**src/rtl/flash_guard_pkg.sv**
```systemverilog
package flash_guard_pkg;
  localparam int SECTOR_BITS = 16;
  localparam int SECTOR_LOG2 = 9;
  localparam int ADDR_W = SECTOR_BITS + SECTOR_LOG2;
  localparam int LEVEL_W = 4;
  localparam int LVL_LO_POS = 2;
  localparam int LVL_HI_POS = 6;
  localparam int ANCHOR_POS = 5;

  typedef enum logic [1:0] {
    OP_READ   = 2'd0,
    OP_PROG   = 2'd1,
    OP_SECERA = 2'd2,
    OP_BULK   = 2'd3
  } opKind_e;

  typedef struct packed {
    logic capture;
    logic useSector;
    logic useAny;
  } guardStrobe_t;
endpackage

```
**src/rtl/flash_guard_ctrl.sv**
```systemverilog
module flash_guard_ctrl
  import flash_guard_pkg::*;
(
  input  logic         clk,
  input  logic         rstN,
  input  logic         reqValid,
  input  logic [1:0]   opKind,
  output guardStrobe_t strobe,
  output logic         validQ
);
  // choose which verdict the datapath latches
  always_comb begin
    strobe = '0;
    strobe.capture = reqValid;
    if (reqValid) begin
      unique case (opKind_e'(opKind))
        OP_PROG, OP_SECERA: strobe.useSector = 1'b1;
        OP_BULK:            strobe.useAny = 1'b1;
        default:            ;
      endcase
    end
  end

  // verdict valid one cycle after the request
  always_ff @(posedge clk) begin
    if (!rstN) validQ <= 1'b0;
    else       validQ <= reqValid;
  end
endmodule

```
**src/rtl/flash_guard_dp.sv**
```systemverilog
module flash_guard_dp
  import flash_guard_pkg::*;
(
  input  logic               clk,
  input  logic               rstN,
  input  guardStrobe_t       strobe,
  input  logic [ADDR_W-1:0]  opAddr,
  input  logic [7:0]         statusByte,
  output logic               flagQ
);
  localparam int CNT_W = SECTOR_LOG2 + 1;
  localparam logic [CNT_W-1:0] FULL_CNT = CNT_W'(1) << SECTOR_LOG2;
  localparam logic [LEVEL_W-1:0] CAP_LVL = LEVEL_W'(SECTOR_LOG2 + 1);

  logic [LEVEL_W-1:0]     level;
  logic                   lowAnchor;
  logic [SECTOR_LOG2-1:0] sector;
  logic [CNT_W-1:0]       protCount;
  logic [CNT_W-1:0]       topStart;
  logic                   inWindow;
  logic                   anyProt;
  logic                   verdict;
  logic                   unusedBits;

  // level bits gathered from split status positions
  assign level     = {statusByte[LVL_HI_POS], statusByte[LVL_LO_POS +: LEVEL_W-1]};
  assign lowAnchor = statusByte[ANCHOR_POS];
  // sector index is the upper address field
  assign sector    = opAddr[ADDR_W-1:SECTOR_BITS];
  assign unusedBits = ^{statusByte[7], statusByte[1:0], opAddr[SECTOR_BITS-1:0]};

  // doubling count, saturated at the array size
  always_comb begin
    if (level == '0)           protCount = '0;
    else if (level >= CAP_LVL) protCount = FULL_CNT;
    else                       protCount = CNT_W'(1) << (level - LEVEL_W'(1));
  end

  assign anyProt  = (protCount != '0);
  assign topStart = FULL_CNT - protCount;

  // window anchored high or low
  always_comb begin
    if (lowAnchor) inWindow = ({1'b0, sector} < protCount);
    else           inWindow = anyProt && ({1'b0, sector} >= topStart);
  end

  assign verdict = (strobe.useSector & inWindow) | (strobe.useAny & anyProt);

  // registered verdict, cleared between requests
  always_ff @(posedge clk) begin
    if (!rstN)              flagQ <= 1'b0;
    else if (strobe.capture) flagQ <= verdict;
    else                    flagQ <= 1'b0;
  end
endmodule

```
**src/rtl/flash_guard.sv**
```systemverilog
module flash_guard
  import flash_guard_pkg::*;
(
  input  logic              clk,
  input  logic              rstN,
  input  logic              reqValid,
  input  logic [1:0]        opKind,
  input  logic [ADDR_W-1:0] opAddr,
  input  logic [7:0]        statusByte,
  output logic              blockValid,
  output logic              blockOut
);
  guardStrobe_t strobe;

  flash_guard_ctrl u_ctrl (
    .clk      (clk),
    .rstN     (rstN),
    .reqValid (reqValid),
    .opKind   (opKind),
    .strobe   (strobe),
    .validQ   (blockValid)
  );

  flash_guard_dp u_dp (
    .clk        (clk),
    .rstN       (rstN),
    .strobe     (strobe),
    .opAddr     (opAddr),
    .statusByte (statusByte),
    .flagQ      (blockOut)
  );
endmodule

```
**config.mk**
```make
export PLATFORM = sky130hd
export DESIGN_NAME = flash_guard
export DESIGN_NICKNAME = d
export VERILOG_FILES = /design/src/rtl/flash_guard_pkg.sv /design/src/rtl/flash_guard_ctrl.sv /design/src/rtl/flash_guard_dp.sv /design/src/rtl/flash_guard.sv
export SDC_FILE = /design/constraint.sdc
export NUM_CORES = 1
export LEC_CHECK = 0
export ABC_AREA = 0
export BUFFER_PORTS_ARGS = -buffer_cell sky130_fd_sc_hd__buf_4
export CORE_UTILIZATION = 40
export CTS_BUF_LIST = sky130_fd_sc_hd__clkbuf_4 sky130_fd_sc_hd__clkbuf_8 sky130_fd_sc_hd__clkbuf_16
export DETAILED_ROUTE_END_ITERATION = 10
export PLACE_DENSITY = 0.74
export SYNTH_ARGS = -nofsm -noshare
export SYNTH_HDL_FRONTEND = slang
export SYNTH_SLANG_ARGS = --single-unit
```
**constraint.sdc**
```tcl
create_clock -name clk -period 3.3 [get_ports clk]
set_input_delay 0.165 -clock clk [delete_from_list [all_inputs] [get_ports clk]]
set_output_delay 0.165 -clock clk [all_outputs]
set_load 0.02 [all_outputs]
```
==> results.cfg, run 1 <==
[yosys]
ys_ff_latch = 2
synth_edf_count = 0
synthesis.area_um2 = 701.9
ys_warn_count = 0
synth_flop_cell = dfxtp_1
syn_nets = 155
synth.distinct_cells = 28
synth_top_cell_by_area = ha_1
yosys-top-cells-area = ha_1 34%, a21oi_1 7.1%, nand3_1 6.4%
async_flop_share_pct = 0
synth_top_area_share_pct = 33.87
synth_cells = 98
ys_seq_area_share_pct = 5.704
synth_area_per_cell_um2 = 7.162

[finish]
num_antenna_cells = 0
area_growth_pct = 24.06
nets = 175
final_layout_size_suffix_gt1_share_pct = 20.69
fin_cells = 132
final_util_pct = 55.24

[sta]
timing.fmax_mhz = 388.6
grt_setup_unrepaired = no
period_minus_slack_ps = 2573
setup_viol = 0
fin_crit_sh_pct = 77.98
tns_ps = 0
worst_slew_pin_slew_ps = 334.6
max_slew_margin_pct = 77.50
final.setup.worst_slack_ps = 726.7
maxSlewViolCount = 0
hold_viol = 0

[clocking]
numCtsBuffers = 3
post_cts_resized = 0
clock_sinks = 2
post-cts-setup-buffers = 0
cts.path.max_buffers = 2
h-tree-depth = 1
cts.clk_slew.worst_paths_ps = 30
cts_tree = built
clockRootBuffer = clkbuf_4
postCtsHoldBufs = 0

[routing]
drc_errors = 0
drt_iter0_markers = 11
finalWirelength_mm = 1.515
dr_total_vias = 737
antenna_left = 0
wl_per_cell_um = 11.48
viasPerCell = 5.583
dr.pass1.iters = 6

[power_and_ir_drop]
combinationalPowerShare_pct = 55.5
ir_drop_mv = 0.09884
switchingPower_uw = 65.31
power.internal_uw = 114.5
netSwitchingFraction_pct = 36.32
total_leakage_power_nw = 0.4048
p_per_area_nw_per_um2 = 206.5
clkPwrFrac_pct = 29.9
seqPwrFrac_pct = 14.6
power_uw = 179.8

[placed_design]
gp_congestion = 0.8249
dp_slack_ps = 479.5
placed_cells = 129
placement.io_buffers = 20
dp_hpwl_mm = 1.296

[critical_path]
worstPathMaxFanout = 10
worstPathRequired_ps = 3390
critPathKind = primary input to flop
slowest_stage = ha_1
cpPeakStageDelay_ps = 300
end_kind = flop
worstSetupStartpoint = statusByte[2]
critPathLaunchType = primary input
critical_path_arrival_ps = 2670
path_cells = buf_4 -> nor2b_1 -> and2_1 -> inv_1 -> ha_1 -> nor2b_1 -> a22oi_1 -> o21ai_0 -> ha_1 -> a21oi_1 -> a21boi_1 -> o31ai_1 -> a2111o_1 -> o311ai_1

[floorplan]
start_util_pct = 44.52
die_w_um = 43.89
rows = 14
pin_count = 40
fp.coreArea_um2 = 1577
die_y_um = 43.89
die_area_um2 = 1926

[hold_path]
worstHoldStart = rstN
whs_path_depth = 2
min_path_type = primary input to flop

[global_routing]
antenna_found_initial = 0
gr-usage-all-layers_pct = 19.02
grt_max_degree = 15
grt.overflow.total = 0
grt_first_pass_wirelength_mm = 2.822
grt_pass1_vias = 676

[status]
status = finished, final reports clean

[run]
drv_cap = 0
area by class of cell:
cell class | instances | area [um^2]
clock buffer | 3 | 22.52
fill | 149 | 705.7
inverter | 7 | 26.28
multi-input combinational | 84 | 611.8
sequential | 2 | 40.04
tap | 16 | 20.02
timing repair buffer | 20 | 150.1
power groups by stage:
stage	Combinational, mW	Sequential, mW	Clock [mW]
floorplan	0.0630	0.0285	0
global placement	0.0970	0.0265	0
detailed placement	0.0998	0.0266	0
CTS	0.100	0.0263	0.0564
global route	0.117	0.0264	0.0589
finish	0.0998	0.0262	0.0538
per-layer routing:
metal	track usage, %	vias up	part of all wire, %
met4	1.818	0	0
met1	28.04	319	53
li1	-	400	-
met2	30.45	18	43
met3	2.500	0	4.0
met5	0	-	0
final timing paths:
check	slack, ps	end
worst max-delay path	730	u_dp.flagQ
worst min-delay path	210	u_ctrl.validQ
kinds of logic (layout without fill, tap and decap cells):
kind of cell    Yosys count  after routing  synth area share, %
flops                     2              2                5.704
compound gates           26             26                23.35
buf+inv                  12             30                7.130
fa+ha+maj                19             19                33.87
xor+xnor                  3              3                3.744
simple gates             36             36                26.20
through the flow:
| stage | area, um^2 | hold WS, ps |
|---|---|---|
| 6_report | 870.8 | 206.0 |
| 3_5_place_dp | 848.3 | 434.8 |
| 2_1_floorplan | 701.9 | 331.0 |
| 4_1_cts | 870.8 | 199.5 |
| 5_1_grt | 870.8 | 219.9 |
| 3_3_place_gp | 848.3 | 430.3 |
synth_stat cells (2+ instances only):
| master | n |
|---|---|
| nor3_1 | 2 |
| and2_1 | 2 |
| ha_1 | 19 |
| nor2_1 | 5 |
| xnor2_1 | 3 |
| o31ai_1 | 2 |
| nand3b_1 | 2 |
| nand3_1 | 9 |
| nand2_1 | 8 |
| dfxtp_1 | 2 |
| nor2b_1 | 3 |
| nand4_1 | 2 |
| buf_2 | 4 |
| o21ai_0 | 6 |
| inv_1 | 7 |
| a21oi_1 | 10 |
registers in the layout, indices dropped and copies added, names as in the netlist:
signal         cells
u_ctrl.validQ      1
u_dp.flagQ         1
critical path, delay by kind of cell:
kind	cells	cell delay [ps]
adders and majority gates	2	590
AOI/OAI and AO/OA	7	1060
buffers and inverters	2	180
and+or+nand+nor	3	670
cell usage in the layout (no fill, tap or decap), types with 2 or more instances in the layout:
cell / netlist / layout
a21oi_1: 10 / 10
inv_1: 7 / 7
o21ai_0: 6 / 6
ha_1: 19 / 19
o31ai_1: 2 / 2
nand2_1: 8 / 8
nor2_1: 5 / 5
nand4_1: 2 / 2
and2_1: 2 / 2
buf_4: 0 / 20
nand3_1: 9 / 9
nor3_1: 2 / 2
clkbuf_4: 0 / 3
nand3b_1: 2 / 2
dfxtp_1: 2 / 2
nor2b_1: 3 / 3
xnor2_1: 3 / 3
(Power assumes the default switching activity.)
==> run 2, diff against run 1 <==
--- a/config.mk
+++ b/config.mk
@@ -5,12 +5,12 @@
 export SDC_FILE = /design/constraint.sdc
 export NUM_CORES = 1
 export LEC_CHECK = 0
-export ABC_AREA = 0
+export ABC_AREA = 1
 export BUFFER_PORTS_ARGS = -buffer_cell sky130_fd_sc_hd__buf_4
 export CORE_UTILIZATION = 40
 export CTS_BUF_LIST = sky130_fd_sc_hd__clkbuf_4 sky130_fd_sc_hd__clkbuf_8 sky130_fd_sc_hd__clkbuf_16
 export DETAILED_ROUTE_END_ITERATION = 10
-export PLACE_DENSITY = 0.74
+export PLACE_DENSITY = 0.72
 export SYNTH_ARGS = -nofsm -noshare
 export SYNTH_HDL_FRONTEND = slang
 export SYNTH_SLANG_ARGS = --single-unit
==> constraint.sdc (replaced) <==
create_clock -name clk -period 2.55 [get_ports clk]
set_input_delay 0.1275 -clock clk [delete_from_list [all_inputs] [get_ports clk]]
set_output_delay 0.1275 -clock clk [all_outputs]
set_load 0.02 [all_outputs]
==> run 2 against run 1 <==
Power up 34%; area after synthesis up 7.7%; flip-flop and latch count unchanged; sequential power up 28%; critical path type unchanged; synthesized cell count up 35%; largest cell class unchanged; worst hold slack worse by 61 ps; clock-buffer cell count unchanged; highest routed layer unchanged; critical endpoint unchanged.
==> results.cfg, run 2 <==
[yosys]
synth_cells = 132
synth_flop_cell = dfxtp_1
synth.distinct_cells = 16
syn_nets = 189
ys_seq_area_share_pct = 5.298
yosys-top-cells-area = ha_1 31%, nand2_1 22%, inv_1 13%
synthTopCellsByCount = 45 x nand2_1, 27 x inv_1, 19 x ha_1
synth_area_per_cell_um2 = 5.725
synth_top_area_share_pct = 31.46
synth_top_cell_by_area = ha_1
synth.most_common_cell = nand2_1
ys_ff_latch = 2
ys_warn_count = 0
synthesis.area_um2 = 755.7
async_flop_share_pct = 0
synth_edf_count = 0

[clocking]
cts.clk_slew.worst_paths_ps = 30
clockRootBuffer = clkbuf_4
h-tree-depth = 1
clock_sinks = 2
post_cts_resized = 0
numCtsBuffers = 3
cts.path.max_buffers = 2
cts_tree = built
postCtsHoldBufs = 0
post-cts-setup-buffers = 0

[sta]
hold_viol = 0
grt_setup_unrepaired = no
maxSlewViolCount = 0
timing.fmax_mhz = 471.4
tns_ps = 0
fin_crit_sh_pct = 83.18
worst_slew_pin_slew_ps = 192.9
setup_viol = 0
max_slew_margin_pct = 87.00
period_minus_slack_ps = 2121

[placed_design]
gp_congestion = 0.7984
dp_hpwl_mm = 1.483
placement.io_buffers = 20
placed_area_um2 = 944.7
placed_cells = 178

[power_and_ir_drop]
seqPwrFrac_pct = 13.9
clkPwrFrac_pct = 28.0
netSwitchingFraction_pct = 38.41
p_per_area_nw_per_um2 = 249.2
combinationalPowerShare_pct = 58.1
power.internal_uw = 148.5
ir_drop_mv = 0.1112
total_leakage_power_nw = 0.5651
switchingPower_uw = 92.57

[critical_path]
worstPathRequired_ps = 2700
critical_path_arrival_ps = 2280
critPathLaunchType = primary input
critPathKind = primary input to flop
end_kind = flop
worstPathMaxFanout = 6

[finish]
layout.cells.most_common = nand2_1
register_area_um2 = 40.04
nFillCells = 198
final_util_pct = 55.41
nets = 215
reg_top3 = u_ctrl.validQ: 1 flops, u_dp.flagQ: 1 flops
num_antenna_cells = 0
area_growth_pct = 27.98
final_cell_area_um2 = 967.2
final_cell_mix = 45 x nand2_1, 27 x inv_1, 21 x buf_4, 19 x ha_1, 12 x nor2_1
final_layout_size_suffix_gt1_share_pct = 20.51
fin_cells = 181
multi_input_area_um2 = 610.6

[routing]
viasPerCell = 4.586
drc_errors = 0
antenna_left = 0
drt_iter0_markers = 15
dr.pass1.iters = 4
finalWirelength_mm = 1.605
dr_total_vias = 830
wl_per_cell_um = 8.867

[hold_path]
min_path_type = primary input to flop

[floorplan]
die_area_um2 = 2067
start_util_pct = 43.30
pin_count = 40
fp.coreArea_um2 = 1745
die_y_um = 45.47
rows = 15
die_w_um = 45.47

[run]
drv_cap = 0

[global_routing]
grt_max_degree = 7
grt_pass1_vias = 752
antenna_found_initial = 0
grt.overflow.total = 0
grt_first_pass_wirelength_mm = 2.911
gr-usage-all-layers_pct = 18.52

[status]
status = finished, final reports clean
run 2: area by class of cell:
type | instances | share of cell area (%)
tap | 25 | 3.234
sequential | 2 | 4.140
clock buffer | 3 | 2.329
inverter | 28 | 10.87
multi-input combinational | 102 | 63.13
timing repair buffer | 21 | 16.30
run 2: critical path: stages:
cell and delay (ps):
buf_4 140, nor2_1 180, inv_1 80, nor2_1 140, inv_1 60, ha_1 220, inv_1 70, nor2_2 60
o21ai_0 60, o21ai_0 100, ha_1 280, nand2_1 70, nor2_1 160, nand2_1 70, nand3_1 70, nand2_1 50
nand3_1 70, nand2_1 50, nand2_1 50, nand2_1 50, a21oi_2 100
run 2: kinds of logic after synthesis:
logic type / after synthesis / share of synthesized area, %
XOR/XNOR: 1 / 1.159
AND/OR/NAND/NOR: 69 / 38.58
AO/OA/AOI/OAI: 13 / 9.603
adder cells (fa/ha/maj): 19 / 31.46
flip-flops: 2 / 5.298
buffers and inverters: 28 / 13.91
run 2: path summary, 6_finish.rpt:
kind / start / end / slack (ps) / cells past startpoint
worst max-delay path: statusByte[3] / u_dp.flagQ / 430 / 21
worst min-delay path: rstN / u_ctrl.validQ / 140 / 3
run 2: through the flow:
stage	hold WS (ps)	worst slack, ps	total power, mW
global route	161.9	127.0	0.2719
global placement	345.7	160.6	0.1705
CTS	141.9	401.0	0.2456
detailed placement	365.0	194.2	0.1756
floorplan	254.5	615.4	0.1238
finish	144.8	428.8	0.2410
run 2: power by group through the flow:
stage / clock, mW / sequential, mW / combinational [mW]
after global routing: 0.0723 / 0.0336 / 0.166
after floorplan: 0 / 0.0359 / 0.0879
after detailed placement: 0 / 0.0339 / 0.142
final: 0.0675 / 0.0335 / 0.140
after CTS: 0.0698 / 0.0335 / 0.142
after global placement: 0 / 0.0338 / 0.137
run 2: metal layers:
metal / track usage [%] / vias to the layer above / routed length (um)
met5: 0 / - / 0
met4: 2.424 / 0 / 0
met1: 25.00 / 360 / 724
met2: 32.00 / 14 / 824
li1: - / 456 / -
met3: 1.984 / 0 / 55
